$ cat src/rtl/ccx_pkg.sv
package ccx_pkg;

   typedef enum logic [1:0] {
      EDG_RISE = 2'd0,
      EDG_FALL = 2'd1,
      EDG_BOTH = 2'd2
   } edge_sel_e;

   typedef struct packed {
      logic np;   // complementary polarity
      logic p;    // polarity
      logic en;   // capture / output enable
   } ch_cfg_t;

   // {np,p}: 00 rise, 01 fall, 11 both, 10 (reserved) falls back to rise
   function automatic edge_sel_e decode_code(input logic np, input logic p);
      case ({np, p})
         2'b01:   decode_code = EDG_FALL;
         2'b11:   decode_code = EDG_BOTH;
         default: decode_code = EDG_RISE;
      endcase
   endfunction

endpackage

$ cat src/rtl/ccx_cfg_reg.sv
module ccx_cfg_reg #(
   parameter int REG_W = 16,
   parameter int NCH   = 2
) (
   input  logic                          clk,
   input  logic                          rst_n,
   input  logic                          we_i,
   input  logic [REG_W-1:0]              wdata_i,
   output logic [REG_W-1:0]              rdata_o,
   output ccx_pkg::ch_cfg_t [NCH-1:0]    cfg_o
);

   localparam int FIELD_W = 4;

   function automatic logic [REG_W-1:0] build_mask();
      logic [REG_W-1:0] m;
      m = '0;
      for (int c = 0; c < NCH; c++) begin
         m[FIELD_W*c]     = 1'b1;
         m[FIELD_W*c + 1] = 1'b1;
         m[FIELD_W*c + 3] = 1'b1;
      end
      return m;
   endfunction

   localparam logic [REG_W-1:0] WR_MASK = build_mask();

   initial begin : elab_chk
      assert (FIELD_W*NCH <= REG_W) else $fatal(1, "ccx_cfg_reg: register too narrow for channels");
   end

   logic [REG_W-1:0] reg_q;

   always_ff @(posedge clk) begin
      if (!rst_n) reg_q <= '0;
      else if (we_i) reg_q <= wdata_i & WR_MASK;
   end

   assign rdata_o = reg_q;

   for (genvar c = 0; c < NCH; c++) begin : g_fld
      assign cfg_o[c].en = reg_q[FIELD_W*c];
      assign cfg_o[c].p  = reg_q[FIELD_W*c + 1];
      assign cfg_o[c].np = reg_q[FIELD_W*c + 3];
   end

   AST_RSVD_ZERO: assert property (@(posedge clk) disable iff (!rst_n)
      (rdata_o & ~WR_MASK) == '0);

endmodule

$ cat src/rtl/ccx_in_cond.sv
module ccx_in_cond #(
   parameter int CNT_W       = 16,
   parameter int SYNC_STAGES = 2
) (
   input  logic                clk,
   input  logic                rst_n,
   input  logic                tin_i,
   input  logic [CNT_W-1:0]    cnt_i,
   input  ccx_pkg::ch_cfg_t    cfg_i,
   input  logic                is_out_i,
   output logic                lvl_o,
   output logic                edge_o,
   output logic                cap_vld_o,
   output logic [CNT_W-1:0]    cap_val_o
);
   import ccx_pkg::*;

   initial begin : elab_chk
      assert (SYNC_STAGES >= 2) else $fatal(1, "ccx_in_cond: need at least two sync stages");
      assert (CNT_W >= 1) else $fatal(1, "ccx_in_cond: bad counter width");
   end

   logic [SYNC_STAGES-1:0] sync_q;
   logic                   prev_q;
   logic                   cur;
   logic                   rise, fall;
   edge_sel_e              sel;
   logic                   cap_vld_q;
   logic [CNT_W-1:0]       cap_val_q;

   always_ff @(posedge clk) begin
      if (!rst_n) begin
         sync_q <= '0;
         prev_q <= 1'b0;
      end else begin
         sync_q <= {sync_q[SYNC_STAGES-2:0], tin_i};
         prev_q <= sync_q[SYNC_STAGES-1];
      end
   end

   assign cur  = sync_q[SYNC_STAGES-1];
   assign rise = cur & ~prev_q;
   assign fall = ~cur & prev_q;
   assign sel  = decode_code(cfg_i.np, cfg_i.p);

   always_comb begin
      case (sel)
         EDG_RISE: edge_o = rise;
         EDG_FALL: edge_o = fall;
         default:  edge_o = rise | fall;
      endcase
   end

   assign lvl_o = cur ^ (sel == EDG_FALL);

   always_ff @(posedge clk) begin
      if (!rst_n) begin
         cap_vld_q <= 1'b0;
         cap_val_q <= '0;
      end else begin
         cap_vld_q <= edge_o & cfg_i.en & ~is_out_i;
         if (edge_o & cfg_i.en & ~is_out_i) cap_val_q <= cnt_i;
      end
   end

   assign cap_vld_o = cap_vld_q;
   assign cap_val_o = cap_val_q;

   AST_EDGE_LEVEL: assert property (@(posedge clk) disable iff (!rst_n)
      (edge_o && sel != EDG_BOTH) |-> lvl_o);
   AST_CAP_VALUE: assert property (@(posedge clk) disable iff (!rst_n)
      cap_vld_o |-> (cap_val_o == $past(cnt_i)));
   AST_CAP_HOLD: assert property (@(posedge clk) disable iff (!rst_n)
      !cap_vld_o |-> $stable(cap_val_o));
   AST_NO_CAP_OUT: assert property (@(posedge clk) disable iff (!rst_n)
      $past(is_out_i) |-> !cap_vld_o);

endmodule

$ cat src/rtl/ccx_out_cond.sv
module ccx_out_cond #(
   parameter bit OUT_REG = 1'b1
) (
   input  logic             clk,
   input  logic             rst_n,
   input  logic             cmp_i,
   input  ccx_pkg::ch_cfg_t cfg_i,
   input  logic             is_out_i,
   output logic             pin_o
);

   logic drive;

   // inactive level equals the polarity bit; np never reaches the pin
   assign drive = (is_out_i & cfg_i.en) ? (cmp_i ^ cfg_i.p) : cfg_i.p;

   if (OUT_REG) begin : g_reg
      logic pin_q;
      always_ff @(posedge clk) begin
         if (!rst_n) pin_q <= 1'b0;
         else        pin_q <= drive;
      end
      assign pin_o = pin_q;

      AST_PIN_IDLE: assert property (@(posedge clk) disable iff (!rst_n)
         $past(!(is_out_i && cfg_i.en)) |-> (pin_o == $past(cfg_i.p)));
      AST_PIN_ACTIVE: assert property (@(posedge clk) disable iff (!rst_n)
         $past(is_out_i && cfg_i.en) |-> (pin_o == ($past(cmp_i) ^ $past(cfg_i.p))));
   end else begin : g_comb
      assign pin_o = drive;
   end

endmodule

$ cat src/rtl/ccx_polarity_stage.sv
module ccx_polarity_stage #(
   parameter int CNT_W       = 16,
   parameter int REG_W       = 16,
   parameter int NCH         = 2,
   parameter int SYNC_STAGES = 2,
   parameter bit OUT_REG     = 1'b1
) (
   input  logic                  clk,
   input  logic                  rst_n,
   input  logic                  cfg_we_i,
   input  logic [REG_W-1:0]      cfg_wdata_i,
   output logic [REG_W-1:0]      cfg_rdata_o,
   input  logic [CNT_W-1:0]      cnt_i,
   input  logic [NCH-1:0]        tin_i,
   input  logic [NCH-1:0]        mode_out_i,
   input  logic [NCH-1:0]        cmp_req_i,
   output logic [NCH-1:0]        lvl_o,
   output logic [NCH-1:0]        edge_o,
   output logic [NCH-1:0]        cap_vld_o,
   output logic [NCH*CNT_W-1:0]  cap_val_o,
   output logic [NCH-1:0]        pin_o
);

   initial begin : elab_chk
      assert (NCH >= 1) else $fatal(1, "ccx_polarity_stage: need a channel");
   end

   ccx_pkg::ch_cfg_t [NCH-1:0] cfg;

   ccx_cfg_reg #(.REG_W(REG_W), .NCH(NCH)) cfg_i (
      .clk     (clk),
      .rst_n   (rst_n),
      .we_i    (cfg_we_i),
      .wdata_i (cfg_wdata_i),
      .rdata_o (cfg_rdata_o),
      .cfg_o   (cfg)
   );

   for (genvar c = 0; c < NCH; c++) begin : g_ch
      ccx_in_cond #(.CNT_W(CNT_W), .SYNC_STAGES(SYNC_STAGES)) in_i (
         .clk       (clk),
         .rst_n     (rst_n),
         .tin_i     (tin_i[c]),
         .cnt_i     (cnt_i),
         .cfg_i     (cfg[c]),
         .is_out_i  (mode_out_i[c]),
         .lvl_o     (lvl_o[c]),
         .edge_o    (edge_o[c]),
         .cap_vld_o (cap_vld_o[c]),
         .cap_val_o (cap_val_o[c*CNT_W +: CNT_W])
      );

      ccx_out_cond #(.OUT_REG(OUT_REG)) out_i (
         .clk      (clk),
         .rst_n    (rst_n),
         .cmp_i    (cmp_req_i[c]),
         .cfg_i    (cfg[c]),
         .is_out_i (mode_out_i[c]),
         .pin_o    (pin_o[c])
      );
   end

endmodule

$ cat config.mk
export PLATFORM = sky130hd
export DESIGN_NAME = ccx_polarity_stage
export DESIGN_NICKNAME = d
export VERILOG_FILES = /design/src/rtl/ccx_pkg.sv /design/src/rtl/ccx_cfg_reg.sv /design/src/rtl/ccx_in_cond.sv /design/src/rtl/ccx_out_cond.sv /design/src/rtl/ccx_polarity_stage.sv
export SDC_FILE = /design/constraint.sdc
export NUM_CORES = 1
export LEC_CHECK = 0
export BUFFER_PORTS_ARGS = -buffer_cell sky130_fd_sc_hd__buf_2
export CAP_MARGIN = 20
export CORE_AREA = 2 2 73 75
export CTS_BUF_LIST = sky130_fd_sc_hd__clkbuf_4 sky130_fd_sc_hd__clkbuf_8
export CTS_CLUSTER_DIAMETER = 60
export DETAILED_ROUTE_END_ITERATION = 10
export DIE_AREA = 0 0 75 77
export PLACE_DENSITY_LB_ADDON = 0.1
export SETUP_SLACK_MARGIN = 0.02
export SLEW_MARGIN = 5
export SYNTH_ARGS = -nofsm -noshare
export SYNTH_HDL_FRONTEND = slang
export SYNTH_SLANG_ARGS = --single-unit
export TNS_END_PERCENT = 10
$ cat constraint.sdc
create_clock -name clk -period 1.59 [get_ports clk]
set_input_delay 0 -clock clk [delete_from_list [all_inputs] [get_ports clk]]
set_output_delay 0 -clock clk [all_outputs]
set_load 0.1 [all_outputs]
=== Word level (Yosys, flattened, before mapping) ===
Index checks and enable logic that the tools add are counted.

* Reductions and logical operators: 2
* Mux-type cells: 6
* Equal/unequal tests: 6
* Bitwise operators: 22

{| class="wikitable"
|+ Operators with widths
! operator !! number
|-
| bitwise AND 1 bit || 10
|-
| equality test 2 x 1 -> 1 bit, second input constant || 4
|-
| case mux 2 bit (2 select lines) || 2
|-
| NOT 1 bit || 6
|-
| equality test 2 bit, second input constant || 2
|-
| logical NOT 2 bit || 2
|-
| case mux 1 bit (2 select lines) || 2
|-
| bitwise XOR 1 bit || 4
|-
| 2-to-1 mux 1 bit || 2
|-
| bitwise OR 1 bit || 2
|}

* Input port bits: 41
* Flip-flop bits (word level): 48

=== Depth between registers and ports, before layout ===
* Depth after elaboration: 6
* Depth in mapped cells: 7
* Gate-level depth less buffers: 5

=== By module ===
From an unflattened synthesis, not the netlist that was laid out.

* Cell total of the unflattened synthesis: 226
* Area, all modules: 2,149.6 µm²

{| class="wikitable"
|+ By module, submodules not included
! module !! area an instance (µm²) !! cells an instance !! instances
|-
| ccx_in_cond || 853.3 || 90 || 2
|-
| ccx_cfg_reg || 352.8 || 36 || 1
|-
| ccx_out_cond || 45.0 || 5 || 2
|}

=== Worst setup path after synthesis ===
Ideal clock, no wire load.

* Path type: register to register
* Start point: reg cfg_i.reg_q[1] (netlist: cfg_i.rdata_o[1])
* End point: reg g_ch[0].in_i.cap_val_q[10]
* Data arrival time: 1.944 ns
* Cell stages (with the launch flop): 6
* Required time: 1.518 ns
* Setup slack: -0.426 ns
* Path through: dfxtp_1 nor2_1 a311oi_1 buf_4 buf_12 mux2i_1

* Cells in the longest elaborated chain, start to end: 6
* Elaborated cells on any way between the ends: 8
* Classes of those cells: eq/ne (3); mux (2); bitwise (2); reduce/logical (1)

{| class="wikitable"
|+ Ends and longest elaborated chain
! what !! line !! text
|-
| start, declared || ccx_cfg_reg.sv:32 || <nowiki>logic [REG_W-1:0] reg_q;</nowiki>
|-
| start signal, assigned || ccx_cfg_reg.sv:36 || <nowiki>else if (we_i) reg_q <= wdata_i & WR_MASK;</nowiki>
|-
| equality test 2 bit / equality test 2 x 1 -> 1 bit (equally long branches) || ccx_pkg.sv:17 || <nowiki>case ({np, p})</nowiki>
|-
| case mux 2 bit (2 select lines) * || ccx_pkg.sv:17 ||
|-
| equality test 2 x 1 -> 1 bit / logical NOT 2 bit (equally long branches) || ccx_in_cond.sv:47 || <nowiki>case (sel)</nowiki>
|-
| case mux 1 bit (2 select lines) * || ccx_in_cond.sv:47 ||
|-
| bitwise AND 1 bit * (2 in series) || ccx_in_cond.sv:62 || <nowiki>if (edge_o & cfg_i.en & ~is_out_i) cap_val_q <= cnt_i;</nowiki>
|-
| end signal, assigned || ccx_in_cond.sv:62 ||
|-
| end, declared || ccx_in_cond.sv:29 || <nowiki>logic [CNT_W-1:0] cap_val_q;</nowiki>
|}

Mark *: on every way between the ends. The rest lies on a longest branch, timed or not.
A chain may end at the register's enable or synchronous reset.

=== Final worst setup path ===
* Start point: reg g_ch[0].in_i.sync_q[1]
* End point: reg g_ch[0].in_i.cap_val_q[12]

* Cells in the longest elaborated chain, start to end: 6
* Elaborated cells on any way between the ends: 7
* Classes of those cells: mux (1); bitwise (6)

{| class="wikitable"
|+ Ends and longest elaborated chain
! what !! line !! text
|-
| start, declared || ccx_in_cond.sv:23 || <nowiki>logic [SYNC_STAGES-1:0] sync_q;</nowiki>
|-
| start signal, assigned || ccx_in_cond.sv:36 || <nowiki>sync_q <= {sync_q[SYNC_STAGES-2:0], tin_i};</nowiki>
|-
| NOT 1 bit || ccx_in_cond.sv:43 || <nowiki>assign fall = ~cur & prev_q;</nowiki>
|-
| bitwise AND 1 bit || ccx_in_cond.sv:43 ||
|-
| bitwise OR 1 bit || ccx_in_cond.sv:50 || <nowiki>default: edge_o = rise | fall;</nowiki>
|-
| case mux 1 bit (2 select lines) * || ccx_in_cond.sv:47 ||
|-
| bitwise AND 1 bit * (2 in series) || ccx_in_cond.sv:62 ||
|}

Marks and branches as above.

==> results.md <==
* Status: complete, no violations
* Latest clock arrival within the worst-skew pair at 0.29 ns
* Post-synthesis sequential area ratio at 46.80%
* EDFF count, synth at 0
* Layout cells sized above 1 at 37.70%
* First-pass GRT wire length at 6768 um
* CTS sink count at 48
* Port Buffers at 76
* Initial antenna violation count at 0
* TritonCTS clock tree: built
* Mapped Area at 0.002053 sq mm
* H-Tree Depth at 2
* Max FO, Critical Path at 8
* Bufs on Longest Clock Path at 2
* GPL Wtd Cong at 0.7446
* #FFs+latches synth at 48
* Final Net Count at 349
* Crit path DAT at 1.80 ns
* Setup Viol. Count Final at 0
* Area contributors post-synth: dfxtp_1 47%, mux2i_1 19%, nand2_1 8.8%
* Row count at 26
* Die width at 75 um
* Share of the synthesized area in the top cell type at 46.80%
* Detailed Routing Iterations Pass 1 at 4
* CTS buffer count at 5
* Power per cell area at 898.6 mW/mm^2
* Fmax at 632.6 MHz
* GRT overflow at 0
* Max_cap viols at 0
* Via count at 1615
* DRC Markers at 0
* Yosys warnings at 0
* Post-Synthesis Cells at 210
* CTS clk-pin slew, worst paths at 0.08 ns
* Final core utilization at 59.95%
* Most common library cells after synthesis: 48 x dfxtp_1, 48 x nand2_1, 38 x mux2i_1
* Hold WS at 0.1157 ns
* Prevailing post-synth register cell: dfxtp_1
* DR iter-0 viols at 40
* RSZ-0062 raised after global routing: yes
* Fin crit share at 99.43%
* Drt wl/cell at 11.78 um
* Initial core utilization at 41.25%
* N_diodes at 0
* Pins over their slew limit at 0
* Crit path required time at 1.81 ns
* # IOs at 97
* VDD IR max at 606.2 uV
* Leakage at 1.452 nW
* # fillers at 451
* Total core area at 0.004977 sq mm
* Vias/cell at 4.307
* Synthesis-to-layout area growth at 45.34%
* Largest net degree at the start of global routing at 42
* Final WL at 4416 um
* Post-DP HPWL at 2755 um
* ANT nets after route at 0
* Fin. Hold Viols at 0
* Async set-reset flop share out of synthesis at 0%
* CP Class: flop to flop
* Post-synth cell types at 22
* Avg Synthesized Cell Area at 9.777 sq um
* Critical path startpoint category: flop
* Hold Path Class: input port to flop
* CTS Root Cell: clkbuf_8
* Chip height at 77 um
* Clock skew at 0.006881 ns
* Die area at 0.005775 sq mm
* Total track usage at 15.00%
* Fin crit period at 1.581 ns
* Vias in the first global route at 1538
* Crit. End Element: flop
* Biggest area consumer among synthesized cells: dfxtp_1
-- cell type report --
type,instances,area (sq um),share of cell area (%)
inverter,4,15.01,0.5031
sequential,48,988.4,33.12
clock buffer,6,76.32,2.558
clock inverter,2,35.03,1.174
tap,70,87.58,2.935
timing repair buffer,108,804.5,26.96
multi-input combinational,137,977.2,32.75
-- per-stage QoR --
step / power (mW) / instances / TNS (ns) / cell area, sq um / setup WS [ns]
detailed placement: 1.776 / 338 / -0.08981 / 2471 / -0.01184
global route: 2.796 / 375 / -0.4506 / 2984 / -0.08605
finish: 2.681 / 375 / 0 / 2984 / 0.009103
global placement: 1.775 / 338 / 0 / 2471 / 0.01843
floorplan: 1.710 / 219 / 0 / 2111 / 0.006484
CTS: 2.709 / 370 / 0 / 2841 / 0.03138
-- placed cells by master, fill, tap and decap left out --
| master | Yosys | routed |
|---|---|---|
| clkinv_2 | 0 | 1 |
| mux2i_1 | 38 | 38 |
| nand2_1 | 48 | 48 |
| dlygate4sd3_1 | 0 | 24 |
| buf_2 | 0 | 74 |
| a31oi_1 | 1 | 1 |
| nand3_1 | 2 | 2 |
| buf_6 | 2 | 1 |
| nand2b_4 | 0 | 2 |
| inv_2 | 0 | 3 |
| ha_4 | 0 | 3 |
| nor2_1 | 3 | 1 |
| and2_4 | 0 | 1 |
| buf_12 | 1 | 5 |
| dfxtp_2 | 0 | 4 |
| a311oi_4 | 0 | 1 |
| nor2_2 | 0 | 2 |
| buf_4 | 19 | 1 |
| o31a_1 | 1 | 1 |
| clkbuf_8 | 0 | 5 |
| bufinv_16 | 0 | 1 |
| dfxtp_4 | 0 | 6 |
| clkbuf_16 | 0 | 3 |
| and2_1 | 10 | 9 |
| ha_1 | 4 | 1 |
| nand2b_1 | 3 | 1 |
| mux2_4 | 0 | 1 |
| nand4bb_1 | 1 | 1 |
| inv_1 | 4 | 1 |
| nand3b_1 | 1 | 1 |
| conb_1 | 1 | 10 |
| dfxtp_1 | 48 | 38 |
| xnor2_1 | 4 | 4 |
| clkbuf_4 | 0 | 1 |
| nor2b_1 | 9 | 9 |
-- cell families (layout without fill, tap and decap cells) --
| group | after synthesis | in the layout | share of synthesized area, % |
|---|---|---|---|
| buf+inv | 34 | 120 | 11.21 |
| simple gates | 77 | 77 | 17.43 |
| mux | 39 | 39 | 19.07 |
| fa+ha+maj | 4 | 4 | 2.438 |
| compound gates | 3 | 3 | 1.158 |
| flops | 48 | 48 | 46.80 |
| xor+xnor | 4 | 4 | 1.706 |
| other cells | 1 | 10 | 0.1826 |
-- state kept, by name, summed over array words and instances (netlist names) --
signal	cells
cfg_i.rdata_o	6
g_ch.in_i.cap_val_o	32
g_ch.in_i.cap_vld_o	2
g_ch.in_i.prev_q	2
g_ch.in_i.sync_q	4
g_ch.out_i.pin_o	2
-- final timing paths --
check / end / from / cells after the start / slack, ns
max: g_ch[0].in_i.cap_val_o[12]$_SDFFE_PN0P_ / g_ch[0].in_i.sync_q[1]$_SDFF_PN0_ / 5 / 0.009
min: g_ch[1].out_i.pin_o$_SDFF_PN0_ / cmp_req_i[1] / 4 / 0.12
max reg2reg: g_ch[0].in_i.cap_val_o[12]$_SDFFE_PN0P_ / g_ch[0].in_i.sync_q[1]$_SDFF_PN0_ / 5 / 0.009
min reg2reg: g_ch[1].in_i.sync_q[1]$_SDFF_PN0_ / g_ch[1].in_i.sync_q[0]$_SDFF_PN0_ / 1 / 0.44
-- metal layers --
metal,GRT usage (%),vias up,wire [um]
met4,6.786,0,57
met2,25.00,50,2216
met3,3.942,6,244
li1,-,833,-
met5,0,-,0
met1,17.54,726,1898
-- what timing repair did --
action                                  4_1_cts  5_1_grt
endpoints found under the setup margin       18       34
hold buffers                                 24        0
buffers inserted                              0        2
pin swaps                                     0        4
gates cloned                                  0        3
resized for setup                             5       14
hold endpoints to repair                     40        0
-- worst max-delay path, cell delays in order, from the launching register on --
cell and delay (ns):
dfxtp_4 0.36, ha_4 0.23, nand2b_4 0.14, a311oi_4 0.34
clkbuf_16 0.25, mux2i_1 0.19
-- where the power goes --
group          switching [mW]  internal, mW  total, mW
Combinational           0.404         0.159      0.563
Sequential             0.0218          1.22       1.24
Clock                   0.390         0.484      0.874
Total                   0.816          1.87       2.68
(Power assumes the default switching activity.)
